$ cat src/rtl/flag_alu_pkg.sv
package flag_alu_pkg;

   typedef enum logic [2:0] {
      OP_ADD  = 3'd0,
      OP_SUB  = 3'd1,
      OP_CMP  = 3'd2,
      OP_ASL  = 3'd3,
      OP_ROXL = 3'd4,
      OP_ABCD = 3'd5
   } alu_op_e;

   typedef enum logic [1:0] {
      SZ_BYTE = 2'd0,
      SZ_WORD = 2'd1,
      SZ_LONG = 2'd2
   } alu_size_e;

   // Bit order of this struct is the flag register layout: X N Z V C.
   typedef struct packed {
      logic x;
      logic n;
      logic z;
      logic v;
      logic c;
   } ccr_t;

endpackage

$ cat src/rtl/flag_alu_addsub.sv
module flag_alu_addsub #(
   parameter int DATA_W = 32
) (
   input  logic [DATA_W-1:0] a,
   input  logic [DATA_W-1:0] b,
   input  logic [DATA_W-1:0] mask,
   input  logic [DATA_W-1:0] top_bit,
   input  logic              sub,
   output logic [DATA_W-1:0] res,
   output logic              carry,
   output logic              ovf
);

   logic [DATA_W:0] wide;
   logic            a_sign, b_sign, r_sign;

   always_comb begin
      if (sub) wide = {1'b0, a & mask} - {1'b0, b & mask};
      else     wide = {1'b0, a & mask} + {1'b0, b & mask};
      res    = wide[DATA_W-1:0] & mask;
      // the bit just above the active MSB is the carry (add) or borrow (sub)
      carry  = |(wide[DATA_W:1] & top_bit);
      a_sign = |(a & top_bit);
      b_sign = |(b & top_bit);
      r_sign = |(res & top_bit);
      if (sub) ovf = (a_sign != b_sign) && (r_sign != a_sign);
      else     ovf = (a_sign == b_sign) && (r_sign != a_sign);
   end

endmodule

$ cat src/rtl/flag_alu_shift.sv
module flag_alu_shift #(
   parameter int DATA_W = 32
) (
   input  logic [DATA_W-1:0] a,
   input  logic [DATA_W-1:0] mask,
   input  logic [DATA_W-1:0] top_bit,
   input  logic              x_in,
   input  logic              rotate,
   output logic [DATA_W-1:0] res,
   output logic              out_bit,
   output logic              ovf
);

   logic [DATA_W-1:0] moved;

   always_comb begin
      moved   = {a[DATA_W-2:0], rotate & x_in};
      res     = moved & mask;
      out_bit = |(a & top_bit);
      ovf     = rotate ? 1'b0 : (out_bit ^ (|(res & top_bit)));
   end

endmodule

$ cat src/rtl/flag_alu_bcd.sv
module flag_alu_bcd #(
   parameter int BYTE_W = 8
) (
   input  logic [BYTE_W-1:0] a,
   input  logic [BYTE_W-1:0] b,
   input  logic              x_in,
   output logic [BYTE_W-1:0] sum,
   output logic              carry
);

   localparam int NIB_W = BYTE_W / 2;
   localparam int RAW_W = NIB_W + 1;
   localparam logic [RAW_W-1:0] RADIX = RAW_W'(10);

   logic [RAW_W-1:0] lo_raw, hi_raw, lo_fix, hi_fix;
   logic             lo_c;

   always_comb begin
      lo_raw = RAW_W'(a[NIB_W-1:0]) + RAW_W'(b[NIB_W-1:0]) + RAW_W'(x_in);
      lo_c   = lo_raw >= RADIX;
      lo_fix = lo_c ? (lo_raw - RADIX) : lo_raw;
      hi_raw = RAW_W'(a[BYTE_W-1:NIB_W]) + RAW_W'(b[BYTE_W-1:NIB_W]) + RAW_W'(lo_c);
      carry  = hi_raw >= RADIX;
      hi_fix = carry ? (hi_raw - RADIX) : hi_raw;
      sum    = {hi_fix[NIB_W-1:0], lo_fix[NIB_W-1:0]};
   end

endmodule

$ cat src/rtl/flag_alu.sv
module flag_alu
   import flag_alu_pkg::*;
#(
   parameter int         DATA_W  = 32,
   parameter int         WORD_W  = 16,
   parameter int         BYTE_W  = 8,
   parameter bit         BCD_EN  = 1'b1,
   parameter logic [4:0] CCR_RST = 5'b00000
) (
   input  logic              clk,
   input  logic              rst_n,
   input  logic              start,
   input  logic [2:0]        op,
   input  logic [1:0]        size,
   input  logic [DATA_W-1:0] src,
   input  logic [DATA_W-1:0] dst,
   output logic [DATA_W-1:0] result,
   output logic              res_valid,
   output logic [4:0]        ccr
);

   localparam logic [DATA_W-1:0] MASK_B = {{(DATA_W-BYTE_W){1'b0}}, {BYTE_W{1'b1}}};
   localparam logic [DATA_W-1:0] MASK_W = {{(DATA_W-WORD_W){1'b0}}, {WORD_W{1'b1}}};
   localparam logic [DATA_W-1:0] MASK_L = {DATA_W{1'b1}};

   if (BYTE_W != 8) begin : g_chk_byte
      $error("flag_alu: BYTE_W must be 8 for two packed decimal digits");
   end
   if (!(WORD_W > BYTE_W && DATA_W > WORD_W)) begin : g_chk_order
      $error("flag_alu: sizes must satisfy BYTE_W < WORD_W < DATA_W");
   end

   ccr_t              ccr_q, ccr_nx;
   logic [DATA_W-1:0] res_q, res_nx;
   logic              valid_q;

   logic              legal_op, legal_size, go, is_bcd;
   logic [DATA_W-1:0] eff_mask, top_bit, unit_res;

   logic [DATA_W-1:0] as_res, sh_res;
   logic              as_carry, as_ovf, sh_out, sh_ovf;
   logic [BYTE_W-1:0] bcd_sum;
   logic              bcd_carry;
   logic              n_new, z_new;

   // decode and size mask
   always_comb begin
      is_bcd     = (op == OP_ABCD);
      legal_size = (size != 2'd3);
      legal_op   = (op <= OP_ROXL) || (is_bcd && BCD_EN);
      go         = start && legal_op && legal_size;
      case (size)
         SZ_BYTE: eff_mask = MASK_B;
         SZ_WORD: eff_mask = MASK_W;
         default: eff_mask = MASK_L;
      endcase
      if (is_bcd) eff_mask = MASK_B;
      top_bit = eff_mask & ~(eff_mask >> 1);
   end

   flag_alu_addsub #(.DATA_W(DATA_W)) u_addsub (
      .a       (dst),
      .b       (src),
      .mask    (eff_mask),
      .top_bit (top_bit),
      .sub     (op != OP_ADD),
      .res     (as_res),
      .carry   (as_carry),
      .ovf     (as_ovf)
   );

   flag_alu_shift #(.DATA_W(DATA_W)) u_shift (
      .a       (dst),
      .mask    (eff_mask),
      .top_bit (top_bit),
      .x_in    (ccr_q.x),
      .rotate  (op == OP_ROXL),
      .res     (sh_res),
      .out_bit (sh_out),
      .ovf     (sh_ovf)
   );

   if (BCD_EN) begin : g_bcd
      flag_alu_bcd #(.BYTE_W(BYTE_W)) u_bcd (
         .a     (dst[BYTE_W-1:0]),
         .b     (src[BYTE_W-1:0]),
         .x_in  (ccr_q.x),
         .sum   (bcd_sum),
         .carry (bcd_carry)
      );
   end else begin : g_no_bcd
      assign bcd_sum   = '0;
      assign bcd_carry = 1'b0;
   end

   // result selection, merge and flag update
   always_comb begin
      case (op)
         OP_ASL, OP_ROXL: unit_res = sh_res;
         OP_ABCD:         unit_res = {{(DATA_W-BYTE_W){1'b0}}, bcd_sum};
         default:         unit_res = as_res;
      endcase
      n_new  = |(unit_res & top_bit);
      z_new  = ((unit_res & eff_mask) == '0);
      ccr_nx = ccr_q;
      res_nx = (dst & ~eff_mask) | (unit_res & eff_mask);
      case (op)
         OP_ADD, OP_SUB: begin
            ccr_nx = '{x: as_carry, n: n_new, z: z_new, v: as_ovf, c: as_carry};
         end
         OP_CMP: begin
            ccr_nx = '{x: ccr_q.x, n: n_new, z: z_new, v: as_ovf, c: as_carry};
            res_nx = dst;
         end
         OP_ASL, OP_ROXL: begin
            ccr_nx = '{x: sh_out, n: n_new, z: z_new, v: sh_ovf, c: sh_out};
         end
         OP_ABCD: begin
            ccr_nx.x = bcd_carry;
            ccr_nx.c = bcd_carry;
            if (!z_new) ccr_nx.z = 1'b0;
         end
         default: ;
      endcase
   end

   always_ff @(posedge clk) begin
      if (!rst_n) begin
         res_q   <= '0;
         ccr_q   <= ccr_t'(CCR_RST);
         valid_q <= 1'b0;
      end else begin
         valid_q <= go;
         if (go) begin
            res_q <= res_nx;
            ccr_q <= ccr_nx;
         end
      end
   end

   assign result    = res_q;
   assign ccr       = ccr_q;
   assign res_valid = valid_q;

   // ---------------- assertions ----------------
   p_issue_latency_r2: assert property (@(posedge clk) disable iff (!rst_n)
      (start && op <= 3'd4 && size <= 2'd2) |=> res_valid)
      else $error("p_issue_latency_r2");

   p_byte_merge_r4: assert property (@(posedge clk) disable iff (!rst_n)
      (start && op <= 3'd4 && size == 2'd0) |=>
         result[DATA_W-1:BYTE_W] == $past(dst[DATA_W-1:BYTE_W]))
      else $error("p_byte_merge_r4");

   p_add_x_eq_c_r5: assert property (@(posedge clk) disable iff (!rst_n)
      (start && op == 3'd0 && size <= 2'd2) |=> (ccr[4] == ccr[0]))
      else $error("p_add_x_eq_c_r5");

   p_cmp_keeps_x_r7: assert property (@(posedge clk) disable iff (!rst_n)
      (start && op == 3'd2 && size <= 2'd2) |=>
         (ccr[4] == $past(ccr[4])) && (result == $past(dst)))
      else $error("p_cmp_keeps_x_r7");

   p_rotate_v_clear_r9: assert property (@(posedge clk) disable iff (!rst_n)
      (start && op == 3'd4 && size <= 2'd2) |=> !ccr[1])
      else $error("p_rotate_v_clear_r9");

   p_bcd_n_v_kept_r11: assert property (@(posedge clk) disable iff (!rst_n)
      (start && op == 3'd5 && size <= 2'd2) |=>
         (ccr[3] == $past(ccr[3])) && (ccr[1] == $past(ccr[1])) &&
         !(ccr[2] && !$past(ccr[2])))
      else $error("p_bcd_n_v_kept_r11");

   p_ignore_illegal_r12: assert property (@(posedge clk) disable iff (!rst_n)
      (start && (op >= 3'd6 || size == 2'd3)) |=>
         !res_valid && $stable(ccr) && $stable(result))
      else $error("p_ignore_illegal_r12");

endmodule

$ cat config.mk
export PLATFORM = sky130hd
export DESIGN_NAME = flag_alu
export DESIGN_NICKNAME = d
export VERILOG_FILES = /design/src/rtl/flag_alu_pkg.sv /design/src/rtl/flag_alu_addsub.sv /design/src/rtl/flag_alu_shift.sv /design/src/rtl/flag_alu_bcd.sv /design/src/rtl/flag_alu.sv
export SDC_FILE = /design/constraint.sdc
export NUM_CORES = 1
export LEC_CHECK = 0
export BUFFER_PORTS_ARGS = -buffer_cell sky130_fd_sc_hd__buf_4
export CELL_PAD_IN_SITES_DETAIL_PLACEMENT = 1
export CELL_PAD_IN_SITES_GLOBAL_PLACEMENT = 2
export CORE_ASPECT_RATIO = 1.4
export CORE_MARGIN = 4
export CORE_UTILIZATION = 34
export CTS_CLUSTER_SIZE = 25
export DETAILED_ROUTE_END_ITERATION = 16
export PLACE_DENSITY = 0.85
export RECOVER_POWER = 25
export SETUP_SLACK_MARGIN = 0.15
export SLEW_MARGIN = 20
export SYNTH_ARGS = -nofsm -noshare
export SYNTH_HDL_FRONTEND = slang
export SYNTH_SLANG_ARGS = --single-unit
export TNS_END_PERCENT = 10
$ cat constraint.sdc
create_clock -name clk -period 7 [get_ports clk]
set_input_delay 0 -clock clk [delete_from_list [all_inputs] [get_ports clk]]
set_output_delay 0 -clock clk [all_outputs]
set_load 0.03 [all_outputs]
==> results of run 1 <==
layer usage:
metal	global-route usage, %	routed length [µm]	part of all wire (%)	up-vias
li1	-	-	-	3322
met1	26.4	9480	38	3383
met2	48.3	13400	55	172
met3	2.10	634	2.6	59
met4	9.69	1050	4.3	2
met5	0	13	0.053	-
kinds of logic after synthesis:
kind of cell	count (synthesis)	synth area share, %
adder cells (fa/ha/maj)	46	10.3
buffers and inverters	73	5.66
multiplexers	14	2.45
AO/OA/AOI/OAI	296	33.7
flip-flops	38	12.8
AND/OR/NAND/NOR	349	28.7
XOR/XNOR	43	6.35
cell usage after synthesis, types with 4 or more instances:
master      n
a21oi_2     5
clkbuf_1   38
a31oi_1    13
a21oi_1    89
a22oi_1     6
nor2_1     95
nand2_1   102
or3_1       9
xor2_1     21
nor3_1     25
xnor2_1    22
o221ai_1    4
a211o_1     5
fa_1        5
nor4_1      7
dfxtp_1    38
nand2b_1    9
a32oi_1     5
buf_2       6
ha_1       41
and2_1     15
nand4_1    13
nor2b_1     7
o21a_1      4
and4_1      5
o31ai_1     7
nand3_1    18
nand3b_1    4
mux2i_1    10
a21o_1     14
and3_1     19
inv_1      20
mux2_2      4
o21ai_0    53
a211oi_1   17
o211ai_1   21
critical path: stages:
cell and delay [ns]:
buf_4 0.17, nor2b_2 0.18, nand2_1 0.07, buf_4 0.28, o21ai_0 0.18, buf_4 0.22, o211ai_1 0.40, nor2_1 0.14
a21oi_2 0.30, a31oi_2 0.12, nor2_1 0.23, nor2_1 0.09, ha_1 0.37, nand2_1 0.16, a2111oi_0 0.70, nor2_1 0.11
a32oi_1 0.30, a31oi_1 0.15, xor2_1 0.27, o211ai_2 0.12, a2111oi_2 0.35, nand4_1 0.16, nand2_1 0.08
sequential cells by signal, summed over array words and instances, names as in the netlist:
signal,cells
result,32
res_valid,1
ccr,5
worst max path at each step:
stage / from / end / slack, ns / cells past startpoint
6_report: op[2] / ccr[2] / 2.07 / 23
5_1_grt: op[2] / result[29] / 1.67 / 23
4_1_cts: ccr[4] / ccr[2] / 2.14 / 17
3_5_place_dp: op[2] / ccr[2] / 1.87 / 23
3_3_place_gp: op[2] / ccr[2] / 1.83 / 23
2_1_floorplan: ccr[4] / ccr[2] / 2.69 / 17
power breakdown:
part           total (mW)  leakage [nW]  internal [mW]  switching [mW]
clock network       0.233        0.0729          0.141          0.0917
registers           0.244         0.311          0.234          0.0100
logic               0.733          2.47          0.273           0.460
total                1.21          2.85          0.647           0.562
metrics by stage:
stage               total power, mW  util (%)  hold slack (ns)  worst slack (ns)  cell area [µm²]
finish                         1.21      40.8           0.0292              2.07             6930
global placement              0.974      40.4            0.311              1.83             6840
floorplan                     0.750         -            0.193              2.69             5930
CTS                            1.22      41.2           0.0211              2.14             6990
detailed placement            0.981      40.4            0.312              1.87             6840
global route                   1.29      40.8           0.0391              1.67             6930
cell usage in the layout, fill, tap and decap left out, types with 4 or more instances in the layout:
master,n
a211o_1,5
a211oi_1,17
a21o_1,14
a21oi_1,89
a21oi_2,5
a22oi_1,6
a31oi_1,13
a32oi_1,5
and2_1,15
and3_1,19
and4_1,5
buf_4,97
clkbuf_1,19
clkbuf_16,5
dfxtp_1,38
fa_1,5
ha_1,41
inv_1,20
mux2_2,4
mux2i_1,10
nand2_1,102
nand2b_1,9
nand3_1,17
nand3b_1,4
nand4_1,13
nor2_1,93
nor2b_1,7
nor3_1,24
nor4_1,7
o211ai_1,21
o21a_1,4
o21ai_0,53
o221ai_1,4
o31ai_1,7
or3_1,9
xnor2_1,22
xor2_1,21
area by class of cell:
cell class,count,area (µm²)
multi-input combinational,748,4850
clock buffer,6,139
timing repair buffer,116,800
fill,2215,10000
tap,232,290
sequential,38,761
inverter,20,75.1
clock inverter,2,12.5
==> results.json, run 1 <==
{
  "outcome": "complete, no violations",
  "place_inst": 1154,
  "cts_root_buf": "clkbuf_16",
  "synth_cell_types": 87,
  "p_leak_nw": 2.85,
  "rsz0062_at_grt": "false",
  "finalCriticalPeriod_ns": 4.93,
  "fin_cells": 1162,
  "clock_latency_ns": 0.28,
  "start_util_pct": 35.0,
  "grt.overflow.total": 0,
  "cts_max_level": 2,
  "grt_usage_pct": 24.4,
  "synth_edf_count": 0,
  "slew_headroom_pct": 24.9,
  "holdCritStartpoint": "rst_n",
  "cts_resized": 0,
  "dieArea_mm2": 0.0196,
  "num_rows": 56,
  "fin_setup_tns_ns": 0,
  "report.final.hold_viol_count": 0,
  "drt_first_pass_iters": 5,
  "holdBufCountCts": 0,
  "area_delta_synth_final_pct": 16.8,
  "reg2reg_depth": 18,
  "path_clk_slew_ns": 0.06,
  "fmaxAchievable_ghz": 0.203,
  "wl_per_cell_um": 21.2,
  "synth-seq-cells": 38,
  "final_antenna_net_count": 0,
  "grt_pass1_wl_mm": 38.2,
  "ys_seq_area_share_pct": 12.8,
  "drive_above_1_share_pct": 15.7,
  "die_w_um": 120,
  "endpoint_kind": "register",
  "yosys_warnings": 0,
  "wl_mm": 24.6,
  "num_antenna_cells": 0,
  "worst-path-max-fanout": 27,
  "async_reset_ff_share_pct": 0,
  "via_per_inst": 5.97,
  "yosys.area.top_type_share_pct": 12.8,
  "grt_pass1_vias": 7136,
  "drt-initial-drc-count": 540,
  "synthCells": 859,
  "finalCritPeriodShare_pct": 70.4,
  "synth.largest_area_cell": "dfxtp_1",
  "netlist_area_mm2": 0.00593,
  "syn_avg_cell_area_um2": 6.90,
  "cts.path.max_buffers": 2,
  "setup_violations": 0,
  "hold_class": "input pin to register",
  "drc": 0,
  "antenna_found_initial": 1,
  "hpwl_mm": 19.8,
  "num_vias": 6938,
  "cts_buffers": 5,
  "maxCapViolations": 0,
  "yosys-top-cells-area": "dfxtp_1 (13%), ha_1 (8.7%), a21oi_1 (7.5%)",
  "crit_required_ns": 7.23,
  "rr_startpoint": "ccr[4]",
  "min_path_cells": 2,
  "start_kind": "input pin",
  "r2r_slack_ns": 2.12,
  "crit_arrival_ns": 5.16,
  "worst_pin_slew_ns": 1.12,
  "ioPinCount": 110,
  "power_density_mw_per_mm2": 175,
  "synth_fp_nets": 977,
  "grt_max_degree": 52,
  "core_area_mm2": 0.0170,
  "peakVddDrop_mv": 0.0944,
  "port_buffers": 109,
  "fin_skew_ns": 0.00305,
  "r2r_end": "ccr[2]",
  "post-cts-setup-buffers": 0,
  "die_h_um": 164,
  "finalMaxSlewViolations": 0,
  "cts_tree": "built",
  "path_class": "input pin to register",
  "clkSinkCount": 38,
  "hold_path_end": "result[14]",
  "synthFlopType": "dfxtp_1",
  "gp_congestion": 0.940,
  "final_nets": 1047
}
Power figures use the tool's default switching activity.
==> run 2, diff against run 1 <==
--- a/config.mk
+++ b/config.mk
@@ -10,10 +10,10 @@
 export CELL_PAD_IN_SITES_GLOBAL_PLACEMENT = 2
 export CORE_ASPECT_RATIO = 1.4
 export CORE_MARGIN = 4
-export CORE_UTILIZATION = 34
+export CORE_UTILIZATION = 29
 export CTS_CLUSTER_SIZE = 25
 export DETAILED_ROUTE_END_ITERATION = 16
-export PLACE_DENSITY = 0.85
+export PLACE_DENSITY = 0.77
 export RECOVER_POWER = 25
 export SETUP_SLACK_MARGIN = 0.15
 export SLEW_MARGIN = 20
==> constraint.sdc (replaced) <==
create_clock -name clk -period 4.37 [get_ports clk]
set_input_delay 0 -clock clk [delete_from_list [all_inputs] [get_ports clk]]
set_output_delay 0 -clock clk [all_outputs]
set_load 0.03 [all_outputs]
==> results.json, run 2 (synthesis gave the netlist of run 1 again) <==
{
  "outcome": "complete, no violations",
  "p_leak_nw": 3.18,
  "grt_pass1_vias": 7414,
  "clkPwrFrac_pct": 17.6,
  "peakVddDrop_mv": 0.131,
  "clock_latency_ns": 0.28,
  "worst-path-max-fanout": 3,
  "hold_path_end": "result[14]",
  "clkSinkCount": 38,
  "slew_headroom_pct": 33.2,
  "num_rows": 61,
  "wl_per_cell_um": 20.9,
  "finalCritPeriodShare_pct": 98.6,
  "busiest_layer": "met2",
  "power.net_switching_uw": 940,
  "met1_usage_pct": 24.6,
  "place_inst": 1240,
  "finalMaxSlewViolations": 0,
  "setup_violations": 0,
  "hpwl_mm": 21.6,
  "dp_slack_ns": -0.106,
  "grt_pass1_wl_mm": 40.5,
  "cts.path.max_buffers": 2,
  "grt_usage_pct": 22.4,
  "cts_tree": "built",
  "path_clk_slew_ns": 0.06,
  "ioPinCount": 110,
  "fin_skew_ns": 0.00112,
  "drc": 0,
  "holdCritStartpoint": "rst_n",
  "fmaxAchievable_ghz": 0.232,
  "crit_required_ns": 4.60,
  "power_density_mw_per_mm2": 275,
  "cts_buffers": 5,
  "num_antenna_cells": 0,
  "final_nets": 1114,
  "final_antenna_net_count": 0,
  "antenna_found_initial": 0,
  "final_common_cell": "buf_4",
  "grt_max_degree": 52,
  "holdBufCountCts": 0,
  "report.final.hold_viol_count": 0,
  "final_cell_mix": "buf_4 (165), nand2_1 (101), nor2_1 (93)",
  "setup_ws_ns": 0.0619,
  "globalRouteMet2Util_pct": 44.3,
  "path_class": "register to register",
  "fin_cells": 1249,
  "num_vias": 7110,
  "start_kind": "register",
  "largest_reg_flops": 32,
  "maxCapViolations": 0,
  "port_buffers": 109,
  "p_seq_share_pct": 18.7,
  "via_per_inst": 5.69,
  "start_util_pct": 29.7,
  "fin_setup_tns_ns": 0,
  "hold_class": "input pin to register",
  "cts_max_level": 2,
  "dieArea_mm2": 0.0228,
  "switching_share_pct": 45.1,
  "worst_pin_slew_ns": 1.00,
  "drt_first_pass_iters": 5,
  "drive_above_1_share_pct": 23.5,
  "rr_startpoint": "ccr[4]",
  "min_path_cells": 2,
  "holdWs_ns": 0.0262,
  "p_total_mw": 2.09,
  "internal-power_mw": 1.15,
  "combPwrFrac_pct": 63.7,
  "crit_arrival_ns": 4.54,
  "rsz0062_at_grt": "true",
  "drt-initial-drc-count": 411,
  "grt.overflow.total": 0,
  "wl_mm": 26.1,
  "endpoint_kind": "register",
  "area_delta_synth_final_pct": 27.8,
  "finalCriticalPeriod_ns": 4.31,
  "core_area_mm2": 0.0200,
  "cts_root_buf": "clkbuf_16",
  "gp_congestion": 0.898,
  "reg2reg_depth": 19,
  "die_w_um": 129,
  "r2r_slack_ns": 0.06,
  "r2r_end": "ccr[2]",
  "die_h_um": 177,
  "gr-usage-met3_pct": 1.90
}
-- run 2: metrics by stage --
stage,util [%],cell area (µm²)
3_3_place_gp,36.9,7380
3_5_place_dp,36.9,7380
2_1_floorplan,-,5940
5_1_grt,37.9,7580
6_report,37.9,7580
4_1_cts,37.8,7550
-- run 2: worst max-delay path by stage --
stage                start  slack (ns)  depth (start not counted)     end
finish              ccr[4]        0.06                         19  ccr[2]
global placement    ccr[4]        0.03                         18  ccr[2]
floorplan           ccr[4]        0.17                         17  ccr[2]
detailed placement  ccr[4]       -0.11                         17  ccr[2]
CTS                 ccr[4]       -0.02                         19  ccr[2]
global route        ccr[4]       -0.16                         19  ccr[2]
-- run 2: layout make-up --
| type | instances | area [µm²] |
|---|---|---|
| Tap cell | 252 | 315 |
| Inverter | 20 | 75.1 |
| Clock buffer | 7 | 143 |
| Fill cell | 2552 | 12400 |
| Sequential cell | 38 | 762 |
| Multi-Input combinational cell | 748 | 4970 |
| Clock inverter | 1 | 5.00 |
| Timing Repair Buffer | 183 | 1310 |
-- run 2: layer usage --
| metal | wire length [µm] | part of all wire [%] |
|---|---|---|
| met1 | 9840 | 38 |
| met2 | 14500 | 56 |
| met3 | 776 | 3.0 |
| met4 | 913 | 3.5 |
| met5 | 0 | 0 |
-- run 2: repair_timing --
action,CTS,global route
pin swaps,6,4
setup endpoints to repair,5,15
setup buffers,1,0
gates resized for setup,7,20
-- run 2: critical path, cell delays in order, from the launching register on --
cell and delay, ns:
dfxtp_2 0.33, fa_2 0.37, inv_2 0.07, fa_2 0.43, ha_2 0.21, a21boi_1 0.13
o21a_1 0.20, fa_2 0.38, fa_2 0.38, xor2_2 0.17, buf_4 0.13, nand3b_1 0.09
nand2_2 0.10, a31oi_4 0.09, xor2_1 0.17, a222oi_1 0.32, nand4_1 0.25, a211oi_4 0.26
nand4_1 0.11, nand2_1 0.07
-- run 2: power groups by stage --
stage | combinational (mW) | clock [mW] | sequential [mW]
finish | 1.33 | 0.367 | 0.390
global route | 1.45 | 0.391 | 0.394
CTS | 1.31 | 0.377 | 0.391
detailed placement | 1.30 | 0 | 0.399
global placement | 1.28 | 0 | 0.398
floorplan | 0.758 | 0 | 0.447
==> run 3, diff against run 2 <==
--- a/config.mk
+++ b/config.mk
@@ -5,12 +5,13 @@
 export SDC_FILE = /design/constraint.sdc
 export NUM_CORES = 1
 export LEC_CHECK = 0
-export BUFFER_PORTS_ARGS = -buffer_cell sky130_fd_sc_hd__buf_4
+export BUFFER_PORTS_ARGS = -buffer_cell sky130_fd_sc_hd__buf_2
 export CELL_PAD_IN_SITES_DETAIL_PLACEMENT = 1
 export CELL_PAD_IN_SITES_GLOBAL_PLACEMENT = 2
 export CORE_ASPECT_RATIO = 1.4
 export CORE_MARGIN = 4
 export CORE_UTILIZATION = 29
+export CTS_CLUSTER_DIAMETER = 40
 export CTS_CLUSTER_SIZE = 25
 export DETAILED_ROUTE_END_ITERATION = 16
 export PLACE_DENSITY = 0.77
==> results.json, run 3 (synthesis gave the netlist of run 1 again) <==
{
  "outcome": "complete, no violations",
  "drc": 0,
  "wl_mm": 25.7,
  "worst-path-max-fanout": 3,
  "final_common_cell": "nand2_1",
  "multi_input_area_mm2": 0.00495,
  "post-route-util_pct": 36.9,
  "fillers": 2609,
  "hold_class": "input pin to register",
  "final_antenna_net_count": 0,
  "final-seq-area_um2": 761,
  "cts.path.max_buffers": 2,
  "power_density_mw_per_mm2": 274,
  "slew_headroom_pct": 33.7,
  "grt_max_degree": 52,
  "finalCriticalPeriod_ns": 4.36,
  "antenna_found_initial": 0,
  "grt_usage_pct": 22.1,
  "dieArea_mm2": 0.0228,
  "drive_above_1_share_pct": 23.8,
  "drt_first_pass_iters": 5,
  "gp_congestion": 0.895,
  "cts_tree": "built",
  "cts_root_buf": "clkbuf_16",
  "rsz0062_at_grt": "true",
  "ioPinCount": 110,
  "start_util_pct": 29.7,
  "final_cell_mix": "nand2_1 (101), nor2_1 (94), buf_2 (91)",
  "p_leak_nw": 3.15,
  "die_w_um": 129,
  "fin_cells": 1254,
  "worst_pin_slew_ns": 0.994,
  "final_nets": 1120,
  "setup_violations": 0,
  "fin_skew_ns": 0.00212,
  "num_rows": 61,
  "endpoint_kind": "register",
  "port_buffers": 109,
  "clkSinkCount": 38,
  "grt_pass1_vias": 7385,
  "crit_required_ns": 4.59,
  "fmaxAchievable_ghz": 0.229,
  "cts_max_level": 2,
  "die_h_um": 177,
  "area_delta_synth_final_pct": 24.4,
  "setup_ws_ns": 0.00810,
  "cts_buffers": 5,
  "dp_slack_ns": -0.175,
  "start_kind": "register",
  "num_antenna_cells": 0,
  "grt_pass1_wl_mm": 39.9,
  "maxCapViolations": 0,
  "fin_setup_tns_ns": 0,
  "num_vias": 7132,
  "clock_latency_ns": 0.28,
  "core_area_mm2": 0.0200,
  "largest_reg_flops": 32,
  "hpwl_mm": 21.4,
  "via_per_inst": 5.69,
  "p_total_mw": 2.02,
  "report.final.hold_viol_count": 0,
  "path_clk_slew_ns": 0.06,
  "wl_per_cell_um": 20.5,
  "crit_arrival_ns": 4.58,
  "grt.overflow.total": 0,
  "peakVddDrop_mv": 0.155,
  "path_class": "register to register",
  "place_inst": 1246,
  "drt-initial-drc-count": 407,
  "finalMaxSlewViolations": 0,
  "finalCritPeriodShare_pct": 99.8
}
==> run 3: cell count changes in the layout (fill, tap and decap cells not counted), moves of 2 or more <==
| cell | before | now |
|---|---|---|
| a21oi_1 | 87 | 85 |
| a21oi_2 | 7 | 9 |
| buf_2 | 0 | 91 |
| buf_4 | 165 | 79 |
| o21ai_0 | 51 | 53 |
| o21ai_1 | 5 | 3 |
==> run 3: layer usage <==
metal	global-route usage, %	up-vias	wire, µm
met3	1.57	48	633
met2	43.7	145	14300
met4	8.06	0	1050
li1	-	3469	-
met5	0	-	0
met1	23.9	3470	9720
==> run 3: critical path, stage by stage, from the launching register on <==
cell and delay, ns:
dfxtp_1 0.32, fa_2 0.35, inv_1 0.08, fa_2 0.44
ha_2 0.21, a21boi_1 0.13, o21a_1 0.21, fa_2 0.36
fa_2 0.57, ha_2 0.20, nand2_1 0.06, a31oi_2 0.22
xor2_1 0.10, a222oi_1 0.33, nand4_1 0.23, a211oi_4 0.26
nand4_1 0.13, nand2_1 0.09
==> run 3: where the power goes <==
group / internal, mW / switching [mW]
registers: 0.374 / 0.0147
logic: 0.517 / 0.774
clock network: 0.206 / 0.136
==> run 3: final timing paths <==
path              startpoint          to  slack, ns  depth (start not counted)
setup / recovery      ccr[4]      ccr[2]      0.008                         17
hold / removal         rst_n      ccr[0]       0.08                          3
setup reg to reg      ccr[4]      ccr[2]      0.008                         17
hold reg to reg   result[20]  result[20]       0.45                          2
==> run 3: repair_timing <==
item,in CTS,in global routing
setup endpoints to repair,5,13
gates resized for setup,3,20
pin swaps,2,12
hold buffers,0,0
buffers inserted,1,0
==> run 3: layout make-up <==
type                       count  area share [%]
timing repair buffer         189            15.4
tap                          252            4.27
inverter                      20            1.02
sequential                    38            10.3
clock inverter                 2           0.136
clock buffer                   5            1.70
multi-input combinational    748            67.2
==> run 3: through the flow <==
stage | cell area, µm² | hold WS, ns
3_3_place_gp | 7160 | 0.356
2_1_floorplan | 5940 | 0.193
4_1_cts | 7320 | 0.0711
3_5_place_dp | 7160 | 0.359
6_report | 7380 | 0.0842
5_1_grt | 7380 | 0.0929
